===== src/rtl/ue_log_pkg.sv =====
package ue_log_pkg;
  localparam int unsigned REG_DW = 32;
  localparam int unsigned ADDR_W = 3;
  localparam logic [ADDR_W-1:0] RA_LOG0 = 3'd0;
  localparam logic [ADDR_W-1:0] RA_LOG3 = 3'd3;
  localparam logic [ADDR_W-1:0] RA_STAT = 3'd4;
  localparam logic [ADDR_W-1:0] RA_PTR  = 3'd5;
endpackage


===== src/rtl/ue_err_status.sv =====
module ue_err_status #(
  parameter int unsigned NERR = 32
) (
  input  logic            clk,
  input  logic            por_n,
  input  logic            rst_n,
  input  logic            err_valid,
  input  logic [NERR-1:0] err_bits,
  input  logic [NERR-1:0] err_mask,
  input  logic [NERR-1:0] clr_bits,
  output logic [NERR-1:0] unmasked,
  output logic [NERR-1:0] status_q,
  output logic            report_q
);
  assign unmasked = err_valid ? (err_bits & ~err_mask) : '0;

  // sticky: only power-on reset clears; a set beats a clear in one cycle
  always_ff @(posedge clk) begin
    if (!por_n) status_q <= '0;
    else        status_q <= (status_q & ~clr_bits) | unmasked;
  end

  always_ff @(posedge clk) begin
    if (!por_n || !rst_n) report_q <= 1'b0;
    else                  report_q <= |unmasked;
  end
endmodule


===== src/rtl/ue_hdr_capture.sv =====
module ue_hdr_capture #(
  parameter int unsigned NERR   = 32,
  parameter int unsigned NWORDS = 4,
  parameter int unsigned SHORTW = 3,
  localparam int unsigned PTR_W  = $clog2(NERR),
  localparam int unsigned HDR_W  = NWORDS * 32
) (
  input  logic             clk,
  input  logic             por_n,
  input  logic             capture,
  input  logic [NERR-1:0]  unmasked,
  input  logic [HDR_W-1:0] hdr_in,
  input  logic             hdr_full,
  output logic [HDR_W-1:0] log_flat,
  output logic [PTR_W-1:0] ptr_q
);
  logic [HDR_W-1:0] packed_hdr;
  logic [PTR_W-1:0] low_idx;

  // big-endian byte placement within each word
  for (genvar w = 0; w < NWORDS; w++) begin : g_word
    for (genvar k = 0; k < 4; k++) begin : g_byte
      if (w >= SHORTW) begin : g_tail
        assign packed_hdr[w*32 + 31 - 8*k -: 8] =
          hdr_full ? hdr_in[8*(4*w + k) +: 8] : 8'h00;
      end else begin : g_head
        assign packed_hdr[w*32 + 31 - 8*k -: 8] = hdr_in[8*(4*w + k) +: 8];
      end
    end
  end

  always_comb begin
    low_idx = '0;
    for (int i = NERR - 1; i >= 0; i--) begin
      if (unmasked[i]) low_idx = PTR_W'(i);
    end
  end

  always_ff @(posedge clk) begin
    if (!por_n) begin
      log_flat <= '0;
      ptr_q    <= '0;
    end else if (capture) begin
      log_flat <= packed_hdr;
      ptr_q    <= low_idx;
    end
  end
endmodule


===== src/rtl/ue_reg_read.sv =====
module ue_reg_read
  import ue_log_pkg::*;
#(
  parameter int unsigned NERR   = 32,
  parameter int unsigned NWORDS = 4,
  localparam int unsigned PTR_W = $clog2(NERR)
) (
  input  logic [ADDR_W-1:0]      addr,
  input  logic [NWORDS*32-1:0]   log_flat,
  input  logic [NERR-1:0]        status_q,
  input  logic [PTR_W-1:0]       ptr_q,
  output logic [REG_DW-1:0]      rdata
);
  always_comb begin
    rdata = '0;
    if (addr <= RA_LOG3 && int'(addr) < NWORDS) rdata = log_flat[int'(addr)*32 +: 32];
    else if (addr == RA_STAT) rdata = REG_DW'(status_q);
    else if (addr == RA_PTR)  rdata = REG_DW'(ptr_q);
  end
endmodule


===== src/rtl/ue_hdr_logger.sv =====
module ue_hdr_logger
  import ue_log_pkg::*;
#(
  parameter int unsigned NERR   = 32,
  parameter int unsigned NWORDS = 4,
  localparam int unsigned PTR_W = $clog2(NERR),
  localparam int unsigned HDR_W = NWORDS * 32
) (
  input  logic              clk,
  input  logic              por_n,
  input  logic              rst_n,
  input  logic              err_valid,
  input  logic [NERR-1:0]   err_bits,
  input  logic [NERR-1:0]   err_mask,
  input  logic [HDR_W-1:0]  hdr_in,
  input  logic              hdr_full,
  input  logic              reg_wr,
  input  logic [ADDR_W-1:0] reg_addr,
  input  logic [REG_DW-1:0] reg_wdata,
  output logic [REG_DW-1:0] reg_rdata,
  output logic              err_report
);
  logic [NERR-1:0]  unmasked;
  logic [NERR-1:0]  status_q;
  logic [NERR-1:0]  clr_bits;
  logic [HDR_W-1:0] log_flat;
  logic [PTR_W-1:0] ptr_q;
  logic             capture;

  assign clr_bits = (reg_wr && reg_addr == RA_STAT) ? reg_wdata[NERR-1:0] : '0;
  // locked whenever any status bit is set
  assign capture  = (|unmasked) && (status_q == '0);

  ue_err_status #(.NERR(NERR)) u_status (
    .clk(clk), .por_n(por_n), .rst_n(rst_n), .err_valid(err_valid),
    .err_bits(err_bits), .err_mask(err_mask), .clr_bits(clr_bits),
    .unmasked(unmasked), .status_q(status_q), .report_q(err_report)
  );

  ue_hdr_capture #(.NERR(NERR), .NWORDS(NWORDS)) u_capture (
    .clk(clk), .por_n(por_n), .capture(capture), .unmasked(unmasked),
    .hdr_in(hdr_in), .hdr_full(hdr_full), .log_flat(log_flat), .ptr_q(ptr_q)
  );

  ue_reg_read #(.NERR(NERR), .NWORDS(NWORDS)) u_read (
    .addr(reg_addr), .log_flat(log_flat), .status_q(status_q),
    .ptr_q(ptr_q), .rdata(reg_rdata)
  );
endmodule


===== config.mk =====
export PLATFORM = sky130hd
export DESIGN_NAME = ue_hdr_logger
export DESIGN_NICKNAME = d
export VERILOG_FILES = /design/src/rtl/ue_log_pkg.sv /design/src/rtl/ue_err_status.sv /design/src/rtl/ue_hdr_capture.sv /design/src/rtl/ue_reg_read.sv /design/src/rtl/ue_hdr_logger.sv
export SDC_FILE = /design/constraint.sdc
export NUM_CORES = 1
export LEC_CHECK = 0
export BUFFER_PORTS_ARGS = -buffer_cell sky130_fd_sc_hd__buf_4
export CAP_MARGIN = 20
export CORE_MARGIN = 10
export CORE_UTILIZATION = 46
export CTS_BUF_LIST = sky130_fd_sc_hd__clkbuf_4 sky130_fd_sc_hd__clkbuf_8 sky130_fd_sc_hd__clkbuf_16
export CTS_CLUSTER_SIZE = 25
export DETAILED_ROUTE_END_ITERATION = 8
export PLACE_DENSITY = 0.76
export SYNTH_ARGS = -nofsm -noshare
export SYNTH_HDL_FRONTEND = slang
export SYNTH_SLANG_ARGS = --single-unit

===== constraint.sdc =====
create_clock -name clk -period 2.4 [get_ports clk]
set_clock_uncertainty 0.1 [all_clocks]
set_input_delay 0.24 -clock clk [delete_from_list [all_inputs] [get_ports clk]]
set_output_delay 0.24 -clock clk [all_outputs]
set_load 0.005 [all_outputs]

Yosys cells after proc, flatten, opt, wreduce, memory -nomap -nowiden
Index checks and enable logic that the tools add are counted.

word-level totals
  input bits = 233
  output and inout port bits = 33
  flip-flop bits (word level) = 166
  logic and storage cells = 63

operators by class
  mux-type cells = 41
  shift-type cells = 1
  bitwise logic cells = 5
  magnitude comparators = 2
  equality and inequality tests = 2
  reduce and logical (&&, ||, !) cells = 8

operators with widths
  kind                                                  count
  2-to-1 mux 5 bit                                      33
  2-to-1 mux 32 bit                                     4
  variable part select 128 x 9 -> 32 bit                1
  AND 32 bit                                            2
  inverter 32 bit                                       2
  zero test 32 bit                                      1
  2-to-1 mux 8 bit                                      4
  OR 32 bit                                             1
  OR reduction 32 bit                                   1
  == test 3 bit (second input constant)                 2
  <= comparator 3 x 2 -> 1 bit (second input constant)  1
  logical AND 1 bit                                     3
  less-than comparator 3 bit (second input constant)    1
  zero test 1 bit                                       2
  logical OR 1 bit                                      1

Depth between registers and ports, before layout
Gate-level depths: netlist of run 1.

  word-level depth = 35
  gate-level depth with buffers = 10
  gate-level depth less buffers = 6

Hierarchy
A second synthesis of run 1 with hierarchy kept.

second synthesis, totals
  cell total of the unflattened synthesis = 922
  area total of the unflattened synthesis = 8,748.4 um2

by module, submodules not included
  module          times used  sequential area each (um2)  cells an instance  area each (um2)
  ue_hdr_capture  1           2,662.6                     531                5,371.4
  ue_err_status   1           660.6                       179                1,635.3
  ue_reg_read     1           0.0                         154                1,320.0
  ue_hdr_logger   1           0.0                         58                 421.7

Worst setup path after synthesis of run 1
OpenSTA, ideal clock, no wires.

  path kind = input -> register
  start = input err_bits[10]
  end = register u_capture.ptr_q[3]
  required time = 2.213 ns
  arrival = 2.038 ns
  path slack = 0.175 ns
  cell stages on the path = 9
  path through = nor2b_1 > o41a_1 > or2_4 > o41ai_4 > buf_6 > buf_8 > buf_6 > nand3_1 > o31ai_1

between the ends
  word-level cells in the longest chain between the ends = 13
  elaborated cells on any way between the ends = 15

ends and longest elaborated chain
  what                            line                  text
  start: declaration              ue_hdr_logger.sv:13   input logic [NERR-1:0] err_bits,
  AND 32 bit *                    ue_err_status.sv:15   assign unmasked = err_valid ? (err_bits & ~err_mask) : '0;
  2-to-1 mux 32 bit *             ue_err_status.sv:15
  2-to-1 mux 5 bit (11 in a row)  ue_hdr_capture.sv:35  if (unmasked[i]) low_idx = PTR_W'(i);
  end signal: assignment          ue_hdr_capture.sv:45  ptr_q <= low_idx;
  end: declaration                ue_hdr_capture.sv:15  output logic [PTR_W-1:0] ptr_q

Every way passes the cells marked *; elsewhere a longest branch is shown, timed or not.
A chain may end at the register's enable or synchronous reset.

Worst setup path after layout of run 1
  start = register u_status.status_q[13]
  end = register u_capture.ptr_q[2]

between the ends
  word-level cells in the longest chain between the ends = 2

ends and longest elaborated chain
  what                      line                 text
  start: declaration        ue_err_status.sv:12  output logic [NERR-1:0] status_q,
  start signal: assignment  ue_err_status.sv:20  else status_q <= (status_q & ~clr_bits) | unmasked;
  zero test 32 bit          ue_hdr_logger.sv:32  assign capture = (|unmasked) && (status_q == '0);
  logical AND 1 bit         ue_hdr_logger.sv:32

Every way passes these cells.

==> results of run 1 <==
-- worst max-delay path: cells and delay by family (launching register included) --
kind | cells | cell delay (ns)
AND/OR/NAND/NOR | 4 | 1.30
flip-flops | 1 | 0.34
AO/OA/AOI/OAI | 2 | 0.30
buffers and inverters | 1 | 0.17
-- final timing paths --
| check | depth (start not counted) | slack [ns] | to | startpoint |
|---|---|---|---|---|
| setup / recovery | 7 | 0.11 | u_capture.ptr_q[2] | u_status.status_q[13] |
| hold reg to reg | 2 | 0.35 | u_capture.log_flat[80] | u_capture.log_flat[80] |
| setup reg to reg | 7 | 0.11 | u_capture.ptr_q[2] | u_status.status_q[13] |
| hold / removal | 3 | 0.01 | u_capture.log_flat[122] | hdr_in[98] |
-- power by group --
| group | internal [mW] | switching (mW) |
|---|---|---|
| registers | 2.84 | 0.0588 |
| logic | 0.670 | 0.529 |
| clock network | 1.75 | 1.12 |
| total | 5.27 | 1.71 |
-- what timing repair did --
item	CTS	global route
setup buffers	0	0
hold buffers	125	0
hold endpoints to repair	125	0
gates resized for setup	0	0
-- logic make-up after synthesis --
group / synth area share, %
and+or+nand+nor: 24.55
AOI/OAI and AO/OA: 19.00
DFF: 40.90
buffers and inverters: 6.067
muxes: 9.486
-- through the flow --
step	setup slack, ns	util (%)
2_1_floorplan	0.1748	-
3_3_place_gp	-0.06161	60.55
3_5_place_dp	-0.1208	60.55
4_1_cts	0.1304	71.41
5_1_grt	0.04487	71.51
6_report	0.1109	71.51
-- cells in the final DEF (no fill, tap or decap), types with 7 or more instances in the layout --
| cell type | instances |
|---|---|
| diode_2 | 7 |
| a22o_1 | 27 |
| dfxtp_1 | 166 |
| buf_12 | 8 |
| a21boi_0 | 11 |
| nor4_1 | 8 |
| nand2_1 | 158 |
| nor2b_1 | 50 |
| buf_4 | 317 |
| o21ai_1 | 128 |
| nand2b_1 | 12 |
| a21oi_1 | 8 |
| mux4_2 | 32 |
| clkbuf_16 | 17 |
| a22oi_1 | 21 |
| dlygate4sd3_1 | 125 |
| o21ai_0 | 20 |
| nand3_1 | 163 |
-- area by class of cell --
| class | instances | area [sq um] | share of cell area [%] |
|---|---|---|---|
| Tap cell | 225 | 281.5 | 2.276 |
| Clock buffer | 22 | 481.7 | 3.894 |
| Sequential cell | 166 | 3323 | 26.87 |
| Timing Repair Buffer | 451 | 3805 | 30.76 |
| Multi-Input combinational cell | 696 | 4312 | 34.86 |
| Inverter | 1 | 3.754 | 0.03035 |
| Antenna cell | 7 | 17.52 | 0.1416 |
| Clock inverter | 10 | 145.1 | 1.173 |
-- per-layer routing --
layer	track usage, %	up-vias	wire, um
li1	-	4202	-
met1	29.89	4004	12510
met2	40.89	388	14380
met3	6.397	66	2231
met4	11.35	0	1049
met5	0	-	0
-- state kept, by name (all words and copies together), names as in the netlist --
register	flops
u_capture.log_flat	128
u_status.status_q	32
u_capture.ptr_q	5
u_status.report_q	1
==> flow_summary.json, run 1 <==
{
  "status": "complete, no violations",
  "ys_warn_count": 0,
  "layoutNonFillerInstCount": 1578,
  "num_rows": 48,
  "vdd_drop_max_uv": 495.3,
  "start_util_pct": 46.98,
  "rsz0062_at_grt": "false",
  "antenna_found_initial": 7,
  "synth.most_common_cell": "dfxtp_1",
  "cts_tree": "done",
  "ant_nets": 0,
  "synth_cell_types": 44,
  "final_nets": 1566,
  "crit_fanout": 5,
  "die_h_um": 152.9,
  "synth_commonest_cells": "dfxtp_1 (166), nand3_1 (163), nand2_1 (158)",
  "fmax_mhz": 436.9,
  "cp_cell_sequence": "nor4_1, nand4_1, nor2_1, o41ai_4, buf_4, or3b_2, a21boi_1",
  "synth.net_count": 1185,
  "synth_area_leader_cell": "dfxtp_1",
  "finalInstanceArea_sq_um": 12370,
  "gp_congestion": 0.8899,
  "synth-async-reset-ratio_pct": 0,
  "wl_per_cell_um": 19.12,
  "layout-drive-gt1-share_pct": 29.42,
  "max_cap_viol_count": 0,
  "cp.arrival_ns": 2.54,
  "grt_max_degree": 62,
  "syn_area_sq_um": 8125,
  "vias_per_cell": 5.488,
  "clk_latency_ns": 0.41,
  "post_dp_cell_area_sq_um": 10470,
  "grt_first_pass_wirelength_um": 47220,
  "dpl.hpwl_um": 20860,
  "hp-class": "primary input to register",
  "fp.dieArea_sq_um": 23380,
  "leakage_nw": 4.994,
  "nFillCells": 1311,
  "dp.cells": 1414,
  "routed_wl_um": 30170,
  "firstDrtPassIters": 5,
  "ys_seq_area_share_pct": 40.90,
  "worst_pin_slew_ns": 0.4593,
  "crit_type": "register to register",
  "cp-end-kind": "register",
  "die_w_um": 152.9,
  "synth_edf_count": 0,
  "grt_pass1_vias": 8821,
  "critPathRequiredTime_ns": 2.65,
  "min_period_ns": 2.289,
  "synth-main-ff-cell": "dfxtp_1",
  "cts-root-buf": "clkbuf_16",
  "cp_slowest_stage_delay_ns": 0.46,
  "syn_avg_cell_area_sq_um": 8.535,
  "design.core.area_sq_um": 17300,
  "drtIter0Drc": 557,
  "drcViolationCount": 0,
  "grt_util_all_layers_pct": 24.86,
  "fin_setup_tns_ns": 0,
  "ys_ff_latch": 166,
  "numCtsBuffers": 17,
  "power_mw": 6.977,
  "powerDensity_nw_per_um2": 564.0,
  "ioPinCount": 266,
  "finalSetupViolCount": 0,
  "synth_area_leaders": "dfxtp_1 (41%), nand3_1 (10%), mux4_2 (8.9%), o21ai_1 (7.9%), nand2_1 (7.3%)",
  "clockBufferDepth": 2,
  "cp-start-kind": "register",
  "worst_path_max_delay_cell": "or3b_2",
  "hold_ws_ns": 0.01312,
  "hold_viol": 0,
  "clkSinkCount": 166,
  "overflow": 0,
  "report.final.slew_viol_count": 0,
  "syn_to_final_growth_pct": 52.23,
  "synthesis.instances": 952,
  "port_buffers": 265,
  "period_share_pct": 95.38,
  "clk_pin_slew_worst_paths_ns": 0.07,
  "htree_levels": 4,
  "relSlewSlack_pct": 69.06,
  "synth_top_cell_area_share_pct": 40.90,
  "vias": 8660
}
Note: power is estimated with default switching activity, not from simulation.
==> run 2, diff against run 1 <==
--- a/config.mk
+++ b/config.mk
@@ -8,11 +8,11 @@
 export BUFFER_PORTS_ARGS = -buffer_cell sky130_fd_sc_hd__buf_4
 export CAP_MARGIN = 20
 export CORE_MARGIN = 10
-export CORE_UTILIZATION = 46
+export CORE_UTILIZATION = 39
 export CTS_BUF_LIST = sky130_fd_sc_hd__clkbuf_4 sky130_fd_sc_hd__clkbuf_8 sky130_fd_sc_hd__clkbuf_16
 export CTS_CLUSTER_SIZE = 25
 export DETAILED_ROUTE_END_ITERATION = 8
-export PLACE_DENSITY = 0.76
+export PLACE_DENSITY = 0.66
 export SYNTH_ARGS = -nofsm -noshare
 export SYNTH_HDL_FRONTEND = slang
 export SYNTH_SLANG_ARGS = --single-unit
==> flow_summary.json, run 2 (synthesis gave the netlist of run 1 again) <==
{
  "status": "complete, no violations",
  "max_cap_viol_count": 0,
  "die_w_um": 164.3,
  "num_rows": 52,
  "post_dp_cell_area_sq_um": 10560,
  "rsz0062_at_grt": "false",
  "fin_setup_tns_ns": 0,
  "design.core.area_sq_um": 20360,
  "largest_register": "u_capture.log_flat",
  "final_nets": 1571,
  "cts-root-buf": "clkbuf_16",
  "leakage_nw": 4.997,
  "met1_length_um": 12840,
  "power_mw": 6.804,
  "final_common_cell": "buf_4",
  "critPathRequiredTime_ns": 2.65,
  "worst_pin_slew_ns": 0.5229,
  "hold_viol": 0,
  "grt_first_pass_wirelength_um": 45820,
  "powerDensity_nw_per_um2": 546.8,
  "cp-start-kind": "register",
  "final_cell_mix": "buf_4 (315), dfxtp_1 (166), nand3_1 (163)",
  "die_h_um": 164.3,
  "syn_to_final_growth_pct": 53.13,
  "largest_reg_flops": 128,
  "period_share_pct": 96.37,
  "relSlewSlack_pct": 65.14,
  "fp.dieArea_sq_um": 27010,
  "routed_wl_um": 29750,
  "layout-drive-gt1-share_pct": 29.26,
  "layoutNonFillerInstCount": 1622,
  "multi_input_area_sq_um": 4312,
  "firstDrtPassIters": 7,
  "cp-end-kind": "register",
  "port_buffers": 265,
  "overflow": 0,
  "antenna_found_initial": 1,
  "clockBufferDepth": 2,
  "numCtsBuffers": 17,
  "clkSinkCount": 166,
  "crit_fanout": 3,
  "ctsHoldBuffers": 130,
  "dr_wl_met3_um": 2466,
  "wl_per_cell_um": 18.34,
  "ioPinCount": 266,
  "clk_latency_ns": 0.43,
  "min_period_ns": 2.313,
  "cts_tree": "done",
  "fmax_mhz": 432.4,
  "dpl.hpwl_um": 21450,
  "htree_levels": 4,
  "vias": 8458,
  "report.final.slew_viol_count": 0,
  "drtIter0Drc": 481,
  "crit_type": "register to register",
  "hp-class": "primary input to register",
  "reg.largest.list": "u_capture.log_flat (128), u_status.status_q (32), u_capture.ptr_q (5)",
  "start_util_pct": 39.90,
  "clk_pin_slew_worst_paths_ns": 0.06,
  "grt_pass1_vias": 8457,
  "min_path_cells": 4,
  "grt_util_all_layers_pct": 21.36,
  "grt_max_degree": 77,
  "finalSetupViolCount": 0,
  "gp_congestion": 0.9042,
  "finalInstanceArea_sq_um": 12440,
  "postCtsSetupRepairBufs": 0,
  "nFillCells": 1767,
  "cp.arrival_ns": 2.57,
  "ant_nets": 0,
  "highest_layer": "met4",
  "drcViolationCount": 0,
  "vdd_drop_max_uv": 482.5,
  "post_cts_resized": 0,
  "vias_per_cell": 5.215,
  "dp.cells": 1459,
  "worstRegToRegCells": 7,
  "wl_met2_um": 13820,
  "regArea_sq_um": 3323
}
==> run 2: metal layers <==
| metal | track usage [%] | vias up |
|---|---|---|
| li1 | - | 4206 |
| met1 | 26.69 | 3878 |
| met5 | 0 | - |
| met2 | 34.68 | 329 |
| met4 | 6.824 | 0 |
| met3 | 6.183 | 45 |
==> run 2: final timing paths <==
path / startpoint / to / slack [ns]
max: u_status.status_q[13] / u_capture.ptr_q[2] / 0.09
min: reg_wdata[7] / u_status.status_q[7] / 0.01
max reg2reg: u_status.status_q[13] / u_capture.ptr_q[2] / 0.09
min reg2reg: u_capture.log_flat[27] / u_capture.log_flat[27] / 0.35
==> run 2: layout make-up <==
class	count	area share (%)
tap	270	2.715
clock inverter	11	0.9151
sequential	166	26.71
multi-input combinational	696	34.65
clock buffer	20	3.751
timing repair buffer	456	31.18
antenna	2	0.04023
inverter	1	0.03017
==> run 2: per-stage QoR <==
step                util, %  setup WS [ns]  hold WS [ns]
floorplan                 -         0.1748        0.2561
global placement      51.83       -0.08631        0.3399
detailed placement    51.83        -0.1192        0.3477
CTS                   61.07         0.1236      0.001340
global route          61.08        0.06708       0.01169
finish                61.10        0.08722       0.01431
==> run 2: power by group <==
group | total (mW) | internal [mW] | leakage, nW | switching (mW)
combinational | 1.21 | 0.680 | 3.38 | 0.529
clock | 2.69 | 1.53 | 0.277 | 1.17
sequential | 2.90 | 2.84 | 1.34 | 0.0576
total | 6.80 | 5.05 | 5.00 | 1.76
==> run 2: worst max-delay path: stages, from the launching register on <==
cell and delay (ns):
dfxtp_1 0.35, nor4_1 0.43, nand4_1 0.19, nor2_1 0.25
o41ai_4 0.15, buf_4 0.16, or3b_2 0.46, a21boi_1 0.15
